<file path="src/rtl/ddr_mrs_pkg.sv">
`timescale 1ns/1ps
package ddr_mrs_pkg;
  localparam int ADDR_W = 13;
  localparam int BA_W   = 2;

  typedef enum logic [2:0] {
    S_IDLE,   // waiting for a request
    S_WEXT,   // waiting for idle banks before the extended write
    S_LEXT,   // extended register write on the pins
    S_GEXT,   // tMRD gap plus idle wait before the base write
    S_LBASE,  // base register write on the pins
    S_LOCK    // counting clock-enabled cycles for DLL lock
  } seq_state_e;

  // {cs_n, ras_n, cas_n, we_n}
  typedef logic [3:0] ctl_pins_t;
  localparam ctl_pins_t PINS_NOP = 4'b0111;
  localparam ctl_pins_t PINS_LMR = 4'b0000;

  localparam logic [BA_W-1:0] BA_EXT  = 2'b01;  // BA0=1, BA1=0
  localparam logic [BA_W-1:0] BA_BASE = 2'b00;

  function automatic logic [ADDR_W-1:0] force_bit(input logic [ADDR_W-1:0] w,
                                                  input int unsigned pos,
                                                  input logic v);
    logic [ADDR_W-1:0] r;
    r      = w;
    r[pos] = v;
    return r;
  endfunction
endpackage

</file>
<file path="src/rtl/mrs_gap_timer.sv">
`timescale 1ns/1ps
module mrs_gap_timer #(
  parameter int TMRD = 2
) (
  input  logic clk,
  input  logic rst_n,
  input  logic load_i,
  output logic met_o
);
  localparam int CW = $clog2(TMRD + 1);
  logic [CW-1:0] cnt;

  // cnt is 1 in the cycle after a write; the gap is met one cycle before
  // the next write may appear on the pins.
  assign met_o = (cnt >= CW'(TMRD - 1));

  always_ff @(posedge clk) begin
    if (!rst_n)       cnt <= CW'(TMRD - 1);
    else if (load_i)  cnt <= CW'(1);
    else if (!met_o)  cnt <= cnt + CW'(1);
  end


  gap_range_chk: assert property (@(posedge clk) disable iff (!rst_n)
    cnt <= CW'(TMRD - 1) || cnt == CW'(1));
endmodule

</file>
<file path="src/rtl/dll_lock_timer.sv">
`timescale 1ns/1ps
module dll_lock_timer #(
  parameter int LOCK_CYC = 200
) (
  input  logic clk,
  input  logic rst_n,
  input  logic run_i,
  input  logic cke_i,
  output logic expire_o
);
  localparam int CW = $clog2(LOCK_CYC + 1);
  logic [CW-1:0] cnt;

  assign expire_o = run_i && cke_i && (cnt == CW'(LOCK_CYC - 1));

  always_ff @(posedge clk) begin
    if (!rst_n)                               cnt <= '0;
    else if (!run_i || !cke_i || expire_o)    cnt <= '0;
    else                                      cnt <= cnt + CW'(1);
  end


  cke_restart_chk: assert property (@(posedge clk) disable iff (!rst_n)
    (run_i && !cke_i) |=> !expire_o);

  lock_range_chk: assert property (@(posedge clk) disable iff (!rst_n)
    cnt < CW'(LOCK_CYC));
endmodule

</file>
<file path="src/rtl/mrs_cmd_encode.sv">
`timescale 1ns/1ps
module mrs_cmd_encode
  import ddr_mrs_pkg::*;
#(
  parameter int DLL_EN_BIT  = 0,
  parameter int DLL_RST_BIT = 8
) (
  input  seq_state_e        st_i,
  input  logic [ADDR_W-1:0] ext_word_i,
  input  logic [ADDR_W-1:0] base_word_i,
  output ctl_pins_t         pins_o,
  output logic [BA_W-1:0]   ba_o,
  output logic [ADDR_W-1:0] addr_o
);
  always_comb begin
    pins_o = PINS_NOP;
    ba_o   = '0;
    addr_o = '0;
    case (st_i)
      S_LEXT: begin
        pins_o = PINS_LMR;
        ba_o   = BA_EXT;
        addr_o = force_bit(ext_word_i, DLL_EN_BIT, 1'b0);
      end
      S_LBASE: begin
        pins_o = PINS_LMR;
        ba_o   = BA_BASE;
        addr_o = force_bit(base_word_i, DLL_RST_BIT, 1'b1);
      end
      default: ;
    endcase
  end
endmodule

</file>
<file path="src/rtl/ddr_mrs_seq.sv">
`timescale 1ns/1ps
module ddr_mrs_seq
  import ddr_mrs_pkg::*;
#(
  parameter int TMRD        = 2,
  parameter int LOCK_CYC    = 200,
  parameter int DLL_EN_BIT  = 0,
  parameter int DLL_RST_BIT = 8
) (
  input  logic              clk,
  input  logic              rst_n,
  input  logic              start_i,
  input  logic              banks_idle_i,
  input  logic              cke_i,
  input  logic [ADDR_W-1:0] ext_mode_i,
  input  logic [ADDR_W-1:0] base_mode_i,
  output logic              cs_n_o,
  output logic              ras_n_o,
  output logic              cas_n_o,
  output logic              we_n_o,
  output logic [BA_W-1:0]   ba_o,
  output logic [ADDR_W-1:0] addr_o,
  output logic              done_o,
  output logic              rd_ok_o
);
  localparam int SW = $clog2(TMRD + 1);

  seq_state_e        st, st_nx;
  logic [ADDR_W-1:0] ext_q, base_q;
  ctl_pins_t         pins;

  // named internal events
  logic accept, ext_fire, base_fire, lmr_fire, mrd_met, lock_expire;

  assign accept    = (st == S_IDLE) && start_i;
  assign ext_fire  = (st == S_LEXT);
  assign base_fire = (st == S_LBASE);
  assign lmr_fire  = ext_fire || base_fire;

  mrs_gap_timer #(.TMRD(TMRD)) u_gap (
    .clk(clk), .rst_n(rst_n), .load_i(lmr_fire), .met_o(mrd_met)
  );

  dll_lock_timer #(.LOCK_CYC(LOCK_CYC)) u_lock (
    .clk(clk), .rst_n(rst_n), .run_i(st == S_LOCK), .cke_i(cke_i),
    .expire_o(lock_expire)
  );

  mrs_cmd_encode #(.DLL_EN_BIT(DLL_EN_BIT), .DLL_RST_BIT(DLL_RST_BIT)) u_enc (
    .st_i(st), .ext_word_i(ext_q), .base_word_i(base_q),
    .pins_o(pins), .ba_o(ba_o), .addr_o(addr_o)
  );

  assign {cs_n_o, ras_n_o, cas_n_o, we_n_o} = pins;

  always_comb begin
    st_nx = st;
    case (st)
      S_IDLE:  if (start_i)                 st_nx = S_WEXT;
      S_WEXT:  if (banks_idle_i)            st_nx = S_LEXT;
      S_LEXT:                               st_nx = S_GEXT;
      S_GEXT:  if (mrd_met && banks_idle_i) st_nx = S_LBASE;
      S_LBASE:                              st_nx = S_LOCK;
      S_LOCK:  if (lock_expire)             st_nx = S_IDLE;
      default:                              st_nx = S_IDLE;
    endcase
  end

  always_ff @(posedge clk) begin
    if (!rst_n) begin
      st      <= S_IDLE;
      ext_q   <= '0;
      base_q  <= '0;
      done_o  <= 1'b0;
      rd_ok_o <= 1'b0;
    end else begin
      st     <= st_nx;
      done_o <= lock_expire;
      if (accept) begin
        ext_q   <= ext_mode_i;
        base_q  <= base_mode_i;
        rd_ok_o <= 1'b0;
      end else if (lock_expire) begin
        rd_ok_o <= 1'b1;
      end
    end
  end

  // checker-side state
  logic [SW-1:0] since_lmr;
  logic          ext_pending;
  always_ff @(posedge clk) begin
    if (!rst_n) begin
      since_lmr   <= SW'(TMRD);
      ext_pending <= 1'b0;
    end else begin
      if (lmr_fire)                    since_lmr <= SW'(1);
      else if (since_lmr < SW'(TMRD))  since_lmr <= since_lmr + SW'(1);
      if (ext_fire)       ext_pending <= 1'b1;
      else if (base_fire) ext_pending <= 1'b0;
    end
  end


  lmr_idle_chk: assert property (@(posedge clk) disable iff (!rst_n)
    lmr_fire |-> $past(banks_idle_i));

  mrd_spacing_chk: assert property (@(posedge clk) disable iff (!rst_n)
    lmr_fire |-> since_lmr >= SW'(TMRD));

  write_order_chk: assert property (@(posedge clk) disable iff (!rst_n)
    base_fire |-> ext_pending);

  nop_pins_chk: assert property (@(posedge clk) disable iff (!rst_n)
    !lmr_fire |-> (pins == PINS_NOP));

  rdok_rise_chk: assert property (@(posedge clk) disable iff (!rst_n)
    $rose(rd_ok_o) |-> done_o);

  done_pulse_chk: assert property (@(posedge clk) disable iff (!rst_n)
    done_o |=> !done_o);

  stray_start_chk: assert property (@(posedge clk) disable iff (!rst_n)
    (st != S_IDLE && start_i) |=> ($stable(ext_q) && $stable(base_q)));
endmodule

</file>
<file path="config.mk">
export PLATFORM = sky130hd
export DESIGN_NAME = ddr_mrs_seq
export DESIGN_NICKNAME = d
export VERILOG_FILES = /design/src/rtl/ddr_mrs_pkg.sv /design/src/rtl/mrs_gap_timer.sv /design/src/rtl/dll_lock_timer.sv /design/src/rtl/mrs_cmd_encode.sv /design/src/rtl/ddr_mrs_seq.sv
export SDC_FILE = /design/constraint.sdc
export NUM_CORES = 1
export LEC_CHECK = 0
export BUFFER_PORTS_ARGS = -buffer_cell sky130_fd_sc_hd__buf_2
export CORE_MARGIN = 4
export CORE_UTILIZATION = 42
export DETAILED_ROUTE_END_ITERATION = 12
export PLACE_DENSITY = 0.64
export SLEW_MARGIN = 25
export SYNTH_ARGS = -nofsm -noshare
export SYNTH_HDL_FRONTEND = slang
export SYNTH_SLANG_ARGS = --single-unit
</file>
<file path="constraint.sdc">
create_clock -name clk -period 1.92 [get_ports clk]
set_input_delay 0.384 -clock clk [delete_from_list [all_inputs] [get_ports clk]]
set_output_delay 0.384 -clock clk [all_outputs]
set_load 0.03 [all_outputs]
</file>
# Yosys cells after proc, flatten, opt, wreduce, memory -nomap -nowiden
# Cells that the tools add are included.
# word_totals
output_inout_bits	21
word_cells	44
reg_bits	41
# op_classes
n_bitwise	1
n_eq_ne	10
magnitude_cmp	1
reduce_logical	15
mux	8
n_addsub	2
# op_table
operator	n
case mux 13 bit (2 select lines)	1
case mux 3 bit (6 select lines)	1
two-way mux 3 bit	5
adder 8 x 1 -> 8 bit (second input constant)	1
== test 8 bit (second input constant)	1
!= test 2 bit (second input constant)	4
OR reduction 2 bit	4
== test 3 x 2 -> 1 bit (second input constant)	2
== test 3 bit (second input constant)	2
logical AND 1 bit	4
AND reduction 4 bit	1
== test 3 x 1 -> 1 bit (second input constant)	1
zero test 3 bit	1
logical OR 1 bit	3
adder 2 x 1 -> 2 bit (second input constant)	1
greater-or-equal comparator 2 x 1 -> 1 bit (second input constant)	1
zero test 1 bit	2
two-way mux 1 bit	1
inverter 1 bit	1

# Depth between registers and ports, before layout
# Gate-level depths: netlist of the first run.
# depth
depth_word	5
ltp_mapped	6
depth_no_buf	5

# Hierarchy
# From an unflattened synthesis of the first run, not the netlist that was laid out.
# unflattened
cells_unflattened	245
area_unflattened_um2	2044.5
# modules_own_cells
mod	n_inst	cells_each	area_each_um2	seq_area_each_um2
ddr_mrs_seq	1	144	1178.6	620.6
mrs_cmd_encode	1	52	386.6	0.0
dll_lock_timer	1	39	376.6	160.2
mrs_gap_timer	1	10	102.6	40.0

# Least setup slack after synthesis of the first run
# OpenSTA, ideal clock, no wires.
# synth_path
path_type	reg2out
start	reg st[1]
end	out ras_n_o
n_path_buf	2
setup_slack_ns	0.025
stages_incl_launch_ff	5
arrival_ns	1.511
required_time_ns	1.536
cell_sequence	dfxtp_1 -> buf_2 -> nor2b_1 -> o21bai_1 -> buf_4
# synth_between
elab_chain_len	3
word_cells_on_any_way	4
cone_classes	eq/ne: 2; mux: 1; reduce/logical: 1
# synth_lines
item	line_no	text
from (decl)	ddr_mrs_seq.sv:28	seq_state_e st, st_nx;
from (signal assigned)	ddr_mrs_seq.sv:77	st <= st_nx;
== test 3 x 2 -> 1 bit / == test 3 bit (equally long branches)	mrs_cmd_encode.sv:19	case (st_i)
OR reduction 2 bit (no line) (*)	--	
two-way mux 3 bit (*)	mrs_cmd_encode.sv:19	
to (decl)	ddr_mrs_seq.sv:18	output logic ras_n_o,
# Every way passes the cells marked *; elsewhere a longest branch is shown, timed or not.

# Worst setup path after layout of the first run
# layout_path
start	reg st[1]
end	out addr_o[7]
# layout_between
elab_chain_len	2
word_cells_on_any_way	3
cone_classes	eq/ne: 2; mux: 1
# layout_lines
item	line_no	text
== test 3 bit / == test 3 x 2 -> 1 bit (equally long branches)	mrs_cmd_encode.sv:19	
case mux 13 bit (2 select lines) (*)	mrs_cmd_encode.sv:19	
to (decl)	ddr_mrs_seq.sv:22	output logic [ADDR_W-1:0] addr_o,
# Marks and branches as above.

==> summary.txt, run 1 <==
Place
  – HPWL Detailed: 2.87 mm
  – Placed Cells: 308
  – Placement Setup Slack: 0.195 ns
  – RePlAce Congestion: 0.756
  – IO buf count: 47

Yosys
  – Synth top cells by count: nand2_1, dfxtp_1, a21boi_1
  – Post-synth EDFFs: 0
  – Synthesized instance count: 220
  – Post-synth top area cell: dfxtp_1
  – Syn Area/Cell: 8.32 sq um
  – Syn. warnings: 0
  – FF+latch count, synth: 39
  – Share of the synthesized area in the top cell type: 42.7%
  – Most common cell in the synthesized netlist: nand2_1
  – Number of distinct library cells after synthesis: 39
  – FFs w/ async S/R, synth: 0%
  – Synthesized area: 0.00183 sq mm
  – Part of the Yosys area used for sequential elements: 42.7%
  – Top FF cell, synth: dfxtp_1
  – Ranking of synthesized cells by area: dfxtp_1, nand2_1, a21boi_1, a22oi_1, nor2_1

Detailed routing
  – Vias per cell: 5.06
  – Via count: 1604
  – Total wire length: 4.01 mm
  – Antenna Nets Post-Route: 0
  – Metal2 WL: 1.73 mm
  – Drt pass-1 iters: 4
  – 1st-iter DRT viols: 76
  – DR WL/cell: 12.7 um
  – DRC: 0
  – Met3 wire len: 235 um
  – Top Layer Used: met4
  – M1 wire length: 1.97 mm

Timing
  – RSZ-0062 raised after global routing: yes
  – Final min period: 1.84 ns
  – Hold Vio Cnt, Final: 0
  – Final setup fails: 0
  – Max Slew Vio Count: 0
  – Worst Slack Setup Final: 0.0829 ns
  – Clk_skew: 0.00399 ns
  – Period utilization: 95.7%
  – Max Clk Rate: 544 MHz

Layout
  – Fillers: 400
  – Layout Nets: 299
  – Share of layout cells above drive strength 1: 27.3%
  – Ant. Diodes: 0
  – Fin util: 54.3%
  – Layout Cells excl Fill: 317
  – Layout area overhead: 22.1%

Die
  – Initial Util: 44.5%
  – Chip Width: 74.0 um
  – Die Span Y: 74.0 um
  – Full die area: 0.00548 sq mm
  – # IOs: 52
  – Rows: 23
  – Core area: 0.00412 sq mm

CTS
  – CTS H-Tree Depth: 2
  – Root Driver: clkbuf_8
  – CTS Buf Count: 5
  – CTS tree: yes
  – Reg clk slew, reported paths: 0.07 ns
  – Worst-Skew Late Latency: 0.29 ns
  – Clock Sinks: 39
  – CTS max path bufs: 2

Global route
  – Gr ovfl total: 0
  – First-pass GRT wire length: 6.55 mm
  – Initial antenna violation count: 0
  – Number of global-route vias before repair: 1475
  – Gr usage total: 15.9%
  – Largest net degree at the start of global routing: 25

Pwr
  – Switching share of power: 25.6%
  – Sequential power share: 50.8%
  – Cell Pwr Density: 772 mW/mm^2
  – Clock power frac: 34.9%
  – Tot Pwr: 1730 uW
  – Max VDD drop: 501 uV
  – Leak pwr: 0.000937 uW
  – Comb pwr share: 14.4%
  – Internal power: 1280 uW
  – Switching power: 441 uW

Setup path
  – Worst Path Arrival: 1.45 ns
  – Startpoint type of the worst setup path: register
  – Worst Path Max Fanout: 8
  – Setup crit end kind: output port
  – Worst EP required: 1.54 ns
  – R2R depth: 5
  – Critical path class: register to output port

Run status
  – Status: finished, final reports clean

Worst hold path
  – Hold path depth: 3
  – Type of the worst min-delay path: primary input to register

Flow run
  – Max Cap Viol: 0
[sequential cells by signal, indices dropped and copies added (netlist names)]
register    flops
st              3
done_o          1
rd_ok_o         1
base_q         12
u_gap.cnt       2
ext_q          12
u_lock.cnt      8
[worst max-delay path, cell delays in order (launching register included)]
cell and delay, ns:
dfxtp_4 0.40, nor2b_2 0.20, buf_4 0.16, a22oi_1 0.06, nor2_1 0.15, buf_4 0.19
[metal layers]
| layer | vias up | track usage (%) |
|---|---|---|
| li1 | 836 | - |
| met1 | 724 | 20.7 |
| met5 | - | 0 |
| met3 | 6 | 5.81 |
| met4 | 0 | 6.64 |
| met2 | 38 | 23.7 |
[power by group through the flow]
stage | sequential, uW | clock [uW] | combinational [uW]
detailed placement | 895 | 0 | 247
CTS | 877 | 625 | 249
finish | 877 | 602 | 248
floorplan | 883 | 0 | 179
global route | 881 | 661 | 275
global placement | 894 | 0 | 244
[cells in the final DEF, fill, tap and decap left out, types with 2 or more instances in the layout]
| master | synthesis | layout |
|---|---|---|
| nand3_1 | 5 | 5 |
| or3_1 | 3 | 3 |
| and4b_1 | 2 | 2 |
| buf_12 | 0 | 2 |
| a21boi_1 | 19 | 19 |
| clkbuf_8 | 0 | 7 |
| buf_4 | 6 | 11 |
| inv_1 | 4 | 4 |
| clkbuf_4 | 0 | 2 |
| nor2_1 | 17 | 17 |
| a22oi_1 | 11 | 11 |
| buf_2 | 6 | 43 |
| a21boi_0 | 5 | 5 |
| nor2b_2 | 0 | 2 |
| o21ai_0 | 6 | 6 |
| xnor2_1 | 2 | 2 |
| nand2_1 | 56 | 56 |
| dfxtp_1 | 39 | 37 |
| a21oi_1 | 6 | 6 |
| conb_1 | 1 | 2 |
| ha_1 | 2 | 2 |
[stage by stage]
stage                     setup TNS [ns]  hold slack [ns]  instance area [sq um]
after floorplan                        0            0.426                   1830
after global placement                 0            0.441                   2100
after detailed placement               0            0.445                   2100
after CTS                              0            0.313                   2210
after global routing             -0.0240            0.311                   2240
final                                  0            0.322                   2240
[area by class of cell]
cell class	count	area (sq um)	area share, %
Clock buffer	8	100	4.48
Timing Repair Buffer	58	353	15.8
Multi-Input combinational cell	158	920	41.1
Inverter	4	15.0	0.672
Sequential cell	39	786	35.1
Tap cell	50	62.6	2.80
[timing repair]
item / CTS / global route
cloned: 0 / 1
setup buffers: 0 / 0
hold buffers: 0 / 0
endpoints found under the setup margin: 12 / 9
resized for setup: 3 / 10
[final timing paths]
| check | start | end | slack, ns |
|---|---|---|---|
| hold reg to reg | ext_q[10]$_SDFFE_PN0P_ | ext_q[10]$_SDFFE_PN0P_ | 0.45 |
| setup / recovery | st[1]$_SDFFE_PN0P_ | addr_o[7] | 0.08 |
| hold / removal | ext_mode_i[12] | ext_q[12]$_SDFFE_PN0P_ | 0.32 |
| setup reg to reg | st[2]$_SDFFE_PN0P_ | base_q[5]$_SDFFE_PN0P_ | 0.31 |
[cell families after synthesis]
group                      count (synthesis)  synth area share, %
AOI/OAI and AO/OA                         52                 20.3
xor gates and xnor gates                   3                 1.44
adders and majority gates                  2                 1.37
buffers and inverters                     24                 7.79
DFF                                       39                 42.7
other                                      1                0.205
and+or+nand+nor                           99                 26.2
No activity file was read; power rests on OpenSTA's default activity.
==> run 2, diff against run 1 <==
--- a/config.mk
+++ b/config.mk
@@ -5,11 +5,11 @@
 export SDC_FILE = /design/constraint.sdc
 export NUM_CORES = 1
 export LEC_CHECK = 0
-export BUFFER_PORTS_ARGS = -buffer_cell sky130_fd_sc_hd__buf_2
 export CORE_MARGIN = 4
 export CORE_UTILIZATION = 42
 export DETAILED_ROUTE_END_ITERATION = 12
-export PLACE_DENSITY = 0.64
+export DONT_BUFFER_PORTS = 1
+export PLACE_DENSITY = 0.53
 export SLEW_MARGIN = 25
 export SYNTH_ARGS = -nofsm -noshare
 export SYNTH_HDL_FRONTEND = slang
==> constraint.sdc (replaced) <==
create_clock -name clk -period 1.92 [get_ports clk]
set_input_delay 0.192 -clock clk [delete_from_list [all_inputs] [get_ports clk]]
set_output_delay 0.192 -clock clk [all_outputs]
set_load 0.03 [all_outputs]
==> summary.txt, run 2 (same netlist as run 1, synthesis figures left out) <==
CTS
  – Worst-Skew Late Latency: 0.29 ns (about the same)
  – CTS max path bufs: 2 (unchanged)
  – Root Driver: clkbuf_8
  – Clock Sinks: 39 (unchanged)
  – CTS Buf Count: 5 (unchanged)
  – Reg clk slew, reported paths: 0.07 ns (about the same)
  – CTS H-Tree Depth: 2 (unchanged)
  – Post-CTS setup buffer count: 0 (unchanged)
  – CTS tree: yes

Worst hold path
  – Type of the worst min-delay path: primary input to register

Global route
  – Met1 usage: 18.7% (-2.1 points)
  – First-pass GRT wire length: 6.93 mm (+5.8%)
  – Gr usage total: 16.6% (+0.72 points)
  – Initial antenna violation count: 0 (unchanged)
  – Gr ovfl total: 0 (unchanged)
  – Routing usage on met2: 28.9% (+5.2 points)
  – Largest net degree at the start of global routing: 34 (+36%)
  – Met3 Use GR: 5.27% (-0.54 points)
  – Number of global-route vias before repair: 1516 (+2.8%)
  – GRT busiest layer: met2

Layout
  – Ant. Diodes: 0 (unchanged)
  – Most frequent cells in the layout: nand2_1, dfxtp_1, buf_4
  – Layout area overhead: 11.6%
  – Share of layout cells above drive strength 1: 14.3% (-13 points)
  – Most common cell after layout, fill and taps aside: nand2_1
  – Fillers: 393 (-1.8%)
  – Largest registers: base_q (12), ext_q (12), u_lock.cnt (8)
  – Layout Nets: 265 (-11%)
  – Final Instance Area: 0.00204 sq mm (-8.7%)

Die
  – Core area: 0.00412 sq mm (unchanged)
  – # IOs: 52 (unchanged)
  – Rows: 23 (unchanged)
  – Full die area: 0.00548 sq mm (unchanged)
  – Die Span Y: 74.0 um (unchanged)
  – Chip Width: 74.0 um (unchanged)
  – Initial Util: 44.5% (unchanged)

Setup path
  – Most frequent cell on the critical path: buf_4
  – CP max stage delay: 0.54 ns (+0.14 ns)
  – CP Cell Sequence: nor2b_1, buf_4, a22oi_1, nor2_1, buf_4
  – Critical path class: register to output port
  – Reg2Reg Setup Slack: 0.45 ns (+0.14 ns)
  – Worst Path Arrival: 1.59 ns (+0.14 ns)
  – Critical-path top delay cell: dfxtp_1
  – Startpoint type of the worst setup path: register
  – Setup crit end kind: output port
  – Worst EP required: 1.73 ns (+0.19 ns)
  – Crit path buf inv count: 2 (unchanged)
  – Worst Path Max Fanout: 11 (+3)
  – Crit-path leading delay family: flip-flops

Detailed routing
  – Antenna Nets Post-Route: 0 (unchanged)
  – Via count: 1534 (-4.4%)
  – Total wire length: 4.13 mm (+2.8%)
  – DR WL/cell: 14.7 um (+16%)
  – 1st-iter DRT viols: 76 (unchanged)
  – DRC: 0 (unchanged)
  – Vias per cell: 5.46 (+7.9%)
  – Drt pass-1 iters: 4 (unchanged)

Pwr
  – Cell Pwr Density: 772 mW/mm^2 (about the same)
  – Leak pwr: 0.000782 uW (-17%)
  – Max VDD drop: 407 uV (-19%)

Timing
  – Max Clk Rate: 560 MHz (+2.9%)
  – Period utilization: 93.0% (-2.7 points)
  – Final min period: 1.79 ns (-0.0513 ns)
  – Setup TNS: 0 ns (unchanged)
  – RSZ-0062 raised after global routing: no
  – Max Slew Vio Count: 0 (unchanged)
  – Hold Vio Cnt, Final: 0 (unchanged)
  – Clk_skew: 0.00446 ns (+0.000468 ns)
  – Final setup fails: 0 (unchanged)

Place
  – HPWL Detailed: 2.92 mm (+1.6%)
  – IO buf count: 0 (-100%)
  – RePlAce Congestion: 0.729 (-3.6%)
  – Placed instance area: 0.00196 sq mm (-7.0%)

Flow run
  – Max Cap Viol: 0 (unchanged)

Run status
  – Status: finished, final reports clean
[run 2: cell count changes in the layout (fill, tap and decap cells not counted), sizes merged]
cell / change
buf: -33
dlygate4sd3: +1
clkbuf: -4
[run 2: final cells by class]
| class | instances | area, sq um | share of cell area [%] |
|---|---|---|---|
| multi-input cells | 158 | 915 | 44.8 |
| repair buffers | 24 | 195 | 9.56 |
| clock buffers | 6 | 72.6 | 3.55 |
| well taps | 50 | 62.6 | 3.06 |
| inverters | 4 | 15.0 | 0.735 |
| flip-flops and latches | 39 | 782 | 38.3 |
[run 2: where the power goes]
| group | internal [uW] | leakage [uW] | total [uW] | switching (uW) |
|---|---|---|---|---|
| registers | 849 | 0.000318 | 875 | 25.7 |
| logic | 81.0 | 0.000427 | 205 | 124 |
| clock network | 242 | 0.0000371 | 496 | 254 |
[run 2: per-stage QoR]
stage / power, uW / hold WS [ns] / setup slack (ns) / std cells / utilization [%]
global route: 1650 / 0.00679 / 0.0226 / 281 / 49.6
detailed placement: 1100 / 0.274 / 0.451 / 274 / 47.6
CTS: 1590 / 0.00188 / 0.123 / 281 / 49.6
global placement: 1090 / 0.272 / 0.452 / 274 / 47.6
floorplan: 1060 / 0.305 / 0.217 / 221 / -
finish: 1580 / 0.00824 / 0.134 / 281 / 49.6
[run 2: repair_timing]
| item | CTS | global route |
|---|---|---|
| hold buffers | 1 | 0 |
| endpoints found under the hold margin | 1 | 0 |
| endpoints found under the setup margin | 0 | 2 |
| resized for setup | 0 | 1 |
[run 2: layer usage]
metal / vias to the layer above / share of wire (%)
met5: - / 0
met4: 0 / 1.5
met3: 7 / 7.3
met2: 45 / 51
met1: 716 / 40
li1: 766 / -
[run 2: worst reg2reg max path, stage by stage (launching register included)]
cell and delay (ns):
dfxtp_1 0.41, or4b_1 0.53, buf_4 0.23, nand2_1 0.09, a21boi_0 0.08
[run 2: final timing paths]
path,startpoint,to,cells after the start
hold / removal,banks_idle_i,st[0]$_SDFFE_PN0P_,1
setup reg to reg,st[1]$_SDFFE_PN0P_,base_q[2]$_SDFFE_PN0P_,4
setup / recovery,st[1]$_SDFFE_PN0P_,addr_o[7],5
hold reg to reg,ext_q[12]$_SDFFE_PN0P_,ext_q[12]$_SDFFE_PN0P_,2
==> run 3, diff against run 2 <==
--- a/config.mk
+++ b/config.mk
@@ -5,12 +5,15 @@
 export SDC_FILE = /design/constraint.sdc
 export NUM_CORES = 1
 export LEC_CHECK = 0
+export CAP_MARGIN = 0
 export CORE_MARGIN = 4
 export CORE_UTILIZATION = 42
 export DETAILED_ROUTE_END_ITERATION = 12
 export DONT_BUFFER_PORTS = 1
 export PLACE_DENSITY = 0.53
+export SETUP_SLACK_MARGIN = 0.4
 export SLEW_MARGIN = 25
 export SYNTH_ARGS = -nofsm -noshare
 export SYNTH_HDL_FRONTEND = slang
+export SYNTH_HIERARCHICAL = 1
 export SYNTH_SLANG_ARGS = --single-unit
==> summary.txt, run 3 <==
Die
  – Rows: 24 (+4.3%)
  – Initial Util: 44.5% (about the same)
  – Chip Width: 76.6 um (+3.5%)
  – Full die area: 0.00587 sq mm (+7.1%)
  – # IOs: 52 (unchanged)
  – Die Span Y: 76.6 um (+3.5%)
  – Core area: 0.00444 sq mm (+8.0%)

Detailed routing
  – Antenna Nets Post-Route: 0 (unchanged)
  – DRC: 0 (unchanged)
  – Total wire length: 4.61 mm (+12%)
  – Drt pass-1 iters: 4 (unchanged)
  – DR WL/cell: 15.1 um (+2.8%)
  – 1st-iter DRT viols: 92 (+21%)
  – Via count: 1631 (+6.3%)
  – Vias per cell: 5.35 (-2.0%)

Timing
  – Hold Vio Cnt, Final: 0 (unchanged)
  – Final setup fails: 0 (unchanged)
  – Max Clk Rate: 635 MHz (+13%)
  – WHS: 0.0319 ns (+0.0237 ns)
  – Setup TNS: 0 ns (unchanged)
  – Worst Slack Setup Final: 0.346 ns (+0.211 ns)
  – Max Slew Vio Count: 0 (unchanged)
  – Final min period: 1.57 ns (-0.211 ns)
  – Period utilization: 82.0% (-11 points)
  – Clk_skew: 0.00480 ns (+0.000340 ns)
  – RSZ-0062 raised after global routing: yes

Global route
  – Gr usage total: 16.4% (-0.20 points)
  – Number of global-route vias before repair: 1621 (+6.9%)
  – Gr ovfl total: 0 (unchanged)
  – First-pass GRT wire length: 7.80 mm (+13%)
  – Initial antenna violation count: 0 (unchanged)
  – Largest net degree at the start of global routing: 57 (+68%)

CTS
  – CTS H-Tree Depth: 2 (unchanged)
  – CTS Buf Count: 5 (unchanged)
  – Reg clk slew, reported paths: 0.08 ns (about the same)
  – Worst-Skew Late Latency: 0.29 ns (about the same)
  – Root Driver: clkbuf_8
  – CTS max path bufs: 2 (unchanged)
  – CTS tree: yes
  – Clock Sinks: 39 (unchanged)

Setup path
  – Critical path class: register to output port
  – Worst EP required: 1.73 ns (about the same)
  – Startpoint type of the worst setup path: register
  – Worst Path Arrival: 1.38 ns (-0.21 ns)
  – Worst Path Max Fanout: 6 (-5)
  – Setup crit end kind: output port

Layout
  – Layout area overhead: 24.4%
  – Fillers: 407 (+3.6%)
  – Layout Nets: 285 (+7.5%)
  – Most frequent cells in the layout: nand2_1, dfxtp_1, nand3_1
  – Final Instance Area: 0.00246 sq mm (+20%)
  – Share of layout cells above drive strength 1: 25.7% (+11 points)
  – Most common cell after layout, fill and taps aside: nand2_1
  – Largest registers: base_q (12), ext_q (12), u_lock/cnt (8)
  – Ant. Diodes: 0 (unchanged)

Place
  – IO buf count: 0 (unchanged)
  – HPWL Detailed: 3.03 mm (+3.9%)
  – RePlAce Congestion: 0.727 (-0.29%)
  – Placement Setup Slack: 0.302 ns (-0.149 ns)
  – Placed instance area: 0.00209 sq mm (+7.0%)

Pwr
  – Cell Pwr Density: 691 mW/mm^2 (-10%)
  – Max VDD drop: 491 uV (+21%)
  – Leak pwr: 0.000816 uW (+4.2%)
  – Tot Pwr: 1700 uW (+7.9%)

Worst hold path
  – Type of the worst min-delay path: primary input to register

Flow run
  – Max Cap Viol: 0 (unchanged)

Yosys
  – Synthesized instance count: 237 (+7.7%)
  – Syn. warnings: 6 (+6)
  – Syn Area/Cell: 8.34 sq um (+0.25%)
  – Synthesized area: 0.00198 sq mm (+8.0%)

Run status
  – Status: finished, final reports clean
[run 3: area by class of cell]
type	instances	area, sq um	share of cell area (%)
tap	52	65.1	2.65
multi-input combinational	161	1120	45.7
sequential	39	792	32.2
clock inverter	1	5.00	0.204
clock buffer	7	76.3	3.10
timing repair buffer	30	340	13.8
inverter	15	56.3	2.29
[run 3: power breakdown]
part	internal, uW	total (uW)	switching [uW]
combinational	127	290	162
sequential	851	879	28.2
clock	255	532	277
[run 3: timing repair]
| item | CTS | global route |
|---|---|---|
| cloned | 2 | 1 |
| setup endpoints to repair | 22 | 33 |
| buffers inserted | 4 | 0 |
| hold endpoints to repair | 1 | 0 |
| pin swaps | 3 | 3 |
| hold buffers | 1 | 0 |
| gates resized for setup | 26 | 16 |
[run 3: critical path, stage by stage (launching register included)]
cell and delay (ns):
dfxtp_4 0.37, or2_4 0.28, buf_12 0.15, o32ai_2 0.09, buf_4 0.20
[run 3: final timing paths]
kind | from | endpoint | slack (ns) | depth (start not counted)
worst max-delay path | st[2]$_SDFFE_PN0P_ | addr_o[6] | 0.35 | 4
worst min-delay path | base_mode_i[0] | base_q[0]$_SDFFE_PN0P_ | 0.03 | 2
worst max register to register | st[1]$_SDFFE_PN0P_ | st[0]$_SDFFE_PN0P_ | 0.45 | 5
worst min register to register | base_q[0]$_SDFFE_PN0P_ | base_q[0]$_SDFFE_PN0P_ | 0.46 | 2
[run 3: through the flow]
stage	util, %	instances
after detailed placement	47.1	289
after floorplan	-	238
after global routing	55.3	305
after global placement	47.1	289
final	55.3	305
after CTS	52.7	304
[run 3: routing by layer]
layer,share of wire [%],global-route usage (%),vias up
met1,46,20.2,744
met5,0,0,-
met3,6.2,5.20,5
met2,47,26.4,43
li1,-,-,839
met4,1.3,6.70,0
